### src/rtl/xp_pkg.sv
package xp_pkg;
  localparam int unsigned IDX_W = 2;
  typedef enum logic [IDX_W-1:0] {
    IDX_IN  = 2'd0,
    IDX_OUT = 2'd1,
    IDX_POL = 2'd2,
    IDX_CFG = 2'd3
  } reg_idx_e;
endpackage

### src/rtl/xp_sync.sv
module xp_sync #(
  parameter int unsigned W      = 8,
  parameter int unsigned STAGES = 2,
  parameter logic        RST_V  = 1'b1
) (
  input  logic         clk_i,
  input  logic         rst_ni,
  input  logic [W-1:0] d_i,
  output logic [W-1:0] q_o
);
  for (genvar b = 0; b < W; b++) begin : g_bit
    logic [STAGES-1:0] chain_q;
    always_ff @(posedge clk_i or negedge rst_ni) begin
      if (!rst_ni) chain_q <= {STAGES{RST_V}};
      else         chain_q <= {chain_q[STAGES-2:0], d_i[b]};
    end
    assign q_o[b] = chain_q[STAGES-1];
  end
endmodule

### src/rtl/xp_regfile.sv
module xp_regfile
  import xp_pkg::*;
#(
  parameter int unsigned W = 8
) (
  input  logic             clk_i,
  input  logic             rst_ni,
  input  logic [IDX_W-1:0] idx_i,
  input  logic             wr_en_i,
  input  logic [W-1:0]     wr_data_i,
  output logic [W-1:0]     out_o,
  output logic [W-1:0]     pol_o,
  output logic [W-1:0]     cfg_o
);
  logic [W-1:0] out_q, pol_q, cfg_q;

  always_ff @(posedge clk_i or negedge rst_ni) begin
    if (!rst_ni) begin
      out_q <= '1;
      pol_q <= '0;
      cfg_q <= '1;
    end else if (wr_en_i) begin
      unique case (reg_idx_e'(idx_i))
        IDX_OUT: out_q <= wr_data_i;
        IDX_POL: pol_q <= wr_data_i;
        IDX_CFG: cfg_q <= wr_data_i;
        default: ;  // input register is read-only
      endcase
    end
  end

  assign out_o = out_q;
  assign pol_o = pol_q;
  assign cfg_o = cfg_q;
endmodule

### src/rtl/xp_resolve.sv
module xp_resolve #(
  parameter int unsigned W = 8
) (
  input  logic         clk_i,
  input  logic         rst_ni,
  input  logic [W-1:0] out_i,
  input  logic [W-1:0] cfg_i,
  input  logic [W-1:0] ext_i,
  output logic [W-1:0] lvl_o
);
  for (genvar p = 0; p < W; p++) begin : g_pin
    logic hiz, nxt, lvl_q;
    assign hiz = out_i[p] | cfg_i[p];
    // floating pin follows pull-up unless pulled low outside
    assign nxt = hiz & ext_i[p];
    always_ff @(posedge clk_i or negedge rst_ni) begin
      if (!rst_ni)           lvl_q <= 1'b1;
      else if (nxt != lvl_q) lvl_q <= nxt;
    end
    assign lvl_o[p] = lvl_q;
  end
endmodule

### src/rtl/gpio_xpndr_core.sv
module gpio_xpndr_core
  import xp_pkg::*;
#(
  parameter int unsigned PINS        = 8,
  parameter int unsigned SYNC_STAGES = 2
) (
  input  logic             clk_i,
  input  logic             rst_ni,
  input  logic [IDX_W-1:0] reg_idx_i,
  input  logic             wr_en_i,
  input  logic [PINS-1:0]  wr_data_i,
  output logic [PINS-1:0]  rd_data_o,
  input  logic [PINS-1:0]  ext_pin_i,
  output logic [PINS-1:0]  pin_level_o
);
  logic [PINS-1:0] out_q, pol_q, cfg_q, ext_s, lvl_q;

  xp_sync #(.W(PINS), .STAGES(SYNC_STAGES), .RST_V(1'b1)) i_sync (
    .clk_i, .rst_ni, .d_i(ext_pin_i), .q_o(ext_s)
  );

  xp_regfile #(.W(PINS)) i_regs (
    .clk_i, .rst_ni, .idx_i(reg_idx_i), .wr_en_i, .wr_data_i,
    .out_o(out_q), .pol_o(pol_q), .cfg_o(cfg_q)
  );

  xp_resolve #(.W(PINS)) i_res (
    .clk_i, .rst_ni, .out_i(out_q), .cfg_i(cfg_q), .ext_i(ext_s), .lvl_o(lvl_q)
  );

  always_comb begin
    unique case (reg_idx_e'(reg_idx_i))
      IDX_IN:  rd_data_o = lvl_q ^ pol_q;
      IDX_OUT: rd_data_o = out_q;
      IDX_POL: rd_data_o = pol_q;
      default: rd_data_o = cfg_q;
    endcase
  end

  assign pin_level_o = lvl_q;
endmodule

### config.mk
export PLATFORM = sky130hd
export DESIGN_NAME = gpio_xpndr_core
export DESIGN_NICKNAME = d
export VERILOG_FILES = /design/src/rtl/xp_pkg.sv /design/src/rtl/xp_sync.sv /design/src/rtl/xp_regfile.sv /design/src/rtl/xp_resolve.sv /design/src/rtl/gpio_xpndr_core.sv
export SDC_FILE = /design/constraint.sdc
export NUM_CORES = 1
export LEC_CHECK = 0
export ABC_AREA = 1
export CAP_MARGIN = 20
export CORE_MARGIN = 10
export CORE_UTILIZATION = 56
export DETAILED_ROUTE_END_ITERATION = 6
export GPL_TIMING_DRIVEN = 0
export PLACE_DENSITY = 0.88
export SETUP_SLACK_MARGIN = 0.4
export SYNTH_ARGS = -nofsm -noshare
export SYNTH_HDL_FRONTEND = slang
export SYNTH_SLANG_ARGS = --single-unit
### constraint.sdc
create_clock -name clk_i -period 1.2 [get_ports clk_i]
set_input_delay 0.18 -clock clk_i [delete_from_list [all_inputs] [get_ports clk_i]]
set_output_delay 0.18 -clock clk_i [all_outputs]
set_load 0.02 [all_outputs]
==> impl_metrics.ini <==
[cells_and_area]
drive_gt1_frac = 0.624
multi_input_area_um2 = 847
final_net_count = 319
final_common_cell = buf_6
fillers = 147
syn_to_final_growth_pct = 50.7
final_cell_count_no_fill = 346
diodes = 0
seqCellArea_um2 = 1250
final_cell_mix = buf_6 (41), dfstp_2 (40), nand2_1 (37)

[setup_path]
arrival_ns = 1.35
endpoint_kind = output port
crit_required_ns = 1.02
slowest_delay_ns = 0.55
path_cells = nand3_2 -> nand2_2 -> inv_2 -> nand3_2 -> buf_6
worst_path_most_repeated_cell = nand3_2
critPathLaunchType = register
setup.worst_path.class = reg2out
crit_fanout = 2
critPathSlowestCell = dfstp_2

[logic_synthesis]
yosys_warnings = 0
yosysTopAreaCell = dfstp_2
ys_types = 14
synth_top_area_frac = 0.476
synthCells = 221
syn_area_um2 = 2210
ys_seq_elements = 48
avgSynthCellArea_um2 = 9.98
synth_area_leaders = dfstp_2 (48%), o21ai_2 (9.5%), nand2_1 (9.4%)
seq_area_frac_synth = 0.567
syn_nets = 242

[die]
core_area_um2 = 3740
start_util = 0.589
die_h_um = 82.8
rows = 22
die_w_um = 82.8
die-area_um2 = 6850
io_pins = 37

[placement]
hpwlAfterDp_mm = 3.30
portBuffers = 36
post-place-ws_ns = -0.911
dp.cells = 306
routabilityCongestion = 0.768

[route]
drt_wl_total_mm = 7.41
route.detailed.drc = 0
wire_per_inst_um = 21.4
viasPerCell = 5.68
num_vias = 1964
dr.pass1.iters = 4
ant_nets = 0
drtIter0Drc = 166

[clocking]
cts_max_path_buffers = 2
clk_pin_slew_ns = 0.09
cts-root-buf = clkbuf_8
clk_latency_ns = 0.32
cts_tree = built
cts_made_buffers = 5
cts_num_sinks = 48
htreeDepth = 2

[timing]
skew_ns = 0.0109
finalCriticalPeriod_ns = 1.53
hold-worst-slack_ns = -0.173
drv_slew = 0
rsz0062_at_grt = true
fin_crit_sh = 1.28
relSlewSlack = 0.650
setup_tns_ns = -2.90
fin_ws_ns = -0.334
setup_viol = 16
max_slew.worst_pin.slew_ns = 0.525
finalHoldViolCount = 4
max_freq_ghz = 0.652

[power]
p_total_mw = 4.52
p_per_area_nw_per_um2 = 1360
p_leak_nw = 1.56
ir_worst_vdd_v = 0.00113

[grt]
grt_max_degree = 28
grt_pass1_vias = 2005
grt_pass1_wl_mm = 10.2
antenna_found_initial = 0
grt_usage = 0.203
gr-total-overflow = 0

[outcome]
violations = hold timing, setup timing
status = finished with violations

[worst_hold_path]
hold_class = in2async

[run]
maxCapViolations = 0
[logic make-up (layout without fill, tap and decap cells)]
family                 Yosys count  count (layout)  synth area share
DFF                             48              48             0.567
buffers and inverters           48             125             0.112
AOI/OAI and AO/OA               32              32             0.123
and+or+nand+nor                 93              93             0.198
[layout make-up]
class	instances	share of cell area
Sequential cell	48	0.376
Multi-Input combinational cell	125	0.255
Timing Repair Buffer	69	0.234
Buffer	13	0.0504
Inverter	35	0.0403
Clock buffer	6	0.0218
Tap cell	48	0.0181
Timing Repair inverter	1	0.00226
Clock inverter	1	0.00151
[report_power, final]
part / internal, mW / switching, mW / total, mW
registers: 1.93 / 0.201 / 2.13
logic: 0.738 / 0.700 / 1.44
clock network: 0.398 / 0.560 / 0.957
[critical path: cells and delay by family (launching register included)]
kind	cells	cell delay, ns
buf+inv	2	0.17
simple gates	3	0.30
flops	1	0.55
[synth_stat cells]
master   number
nor2_4        1
o21ai_2      24
inv_1        32
buf_4         8
buf_6         5
o21a_1        8
nand3_4       2
nand2_2       2
dfrtp_1       8
nand3_1      32
inv_2         3
dfstp_2      40
nand2_1      55
nand2_4       1
[per-layer routing]
layer	GRT usage	wire (µm)	vias up
li1	-	-	845
met1	0.211	2630	976
met2	0.350	3840	114
met3	0.0540	601	29
met4	0.139	337	0
met5	0	0	-
[state kept, by name, indices dropped and copies added, names as in the netlist]
register / flops
i_regs.out_o: 8
i_res.g_pin.lvl_q: 8
i_regs.cfg_o: 8
i_regs.pol_o: 8
i_sync.g_bit.chain_q: 16
[path summary, 6_finish.rpt]
path / slack (ns) / depth (start not counted) / endpoint / from
worst max-delay path: -0.33 / 5 / rd_data_o[5] / i_regs.out_o[5]
worst min-delay path: -0.17 / 1 / i_regs.pol_o[5] / rst_ni
worst max register to register: 0.28 / 4 / i_regs.out_o[5] / i_regs.out_o[5]
worst min register to register: 0.36 / 0 / i_sync.g_bit[5].chain_q[1] / i_sync.g_bit[5].chain_q[0]
max in group asynchronous: 0.77 / 2 / i_res.g_pin[6].lvl_q / rst_ni
min in group clk_i: 0.26 / 1 / i_sync.g_bit[6].chain_q[0] / ext_pin_i[6]
[metrics by stage]
stage                     cell area, µm²  utilization  hold slack [ns]
after floorplan                     2250            -           -0.116
after global placement              2670        0.713            0.346
after detailed placement            2690        0.717            0.174
after CTS                           3150        0.842           -0.148
after global routing                3320        0.888           -0.161
final                               3320        0.888           -0.173
[timing repair]
action                                  CTS  global route
cloned                                    3             0
buffers inserted                         22             8
gates resized for setup                 140            34
endpoints found under the hold margin     4             4
endpoints found under the setup margin   40            41
pin swaps                                13            18
No activity file was read; power rests on OpenSTA's default activity.
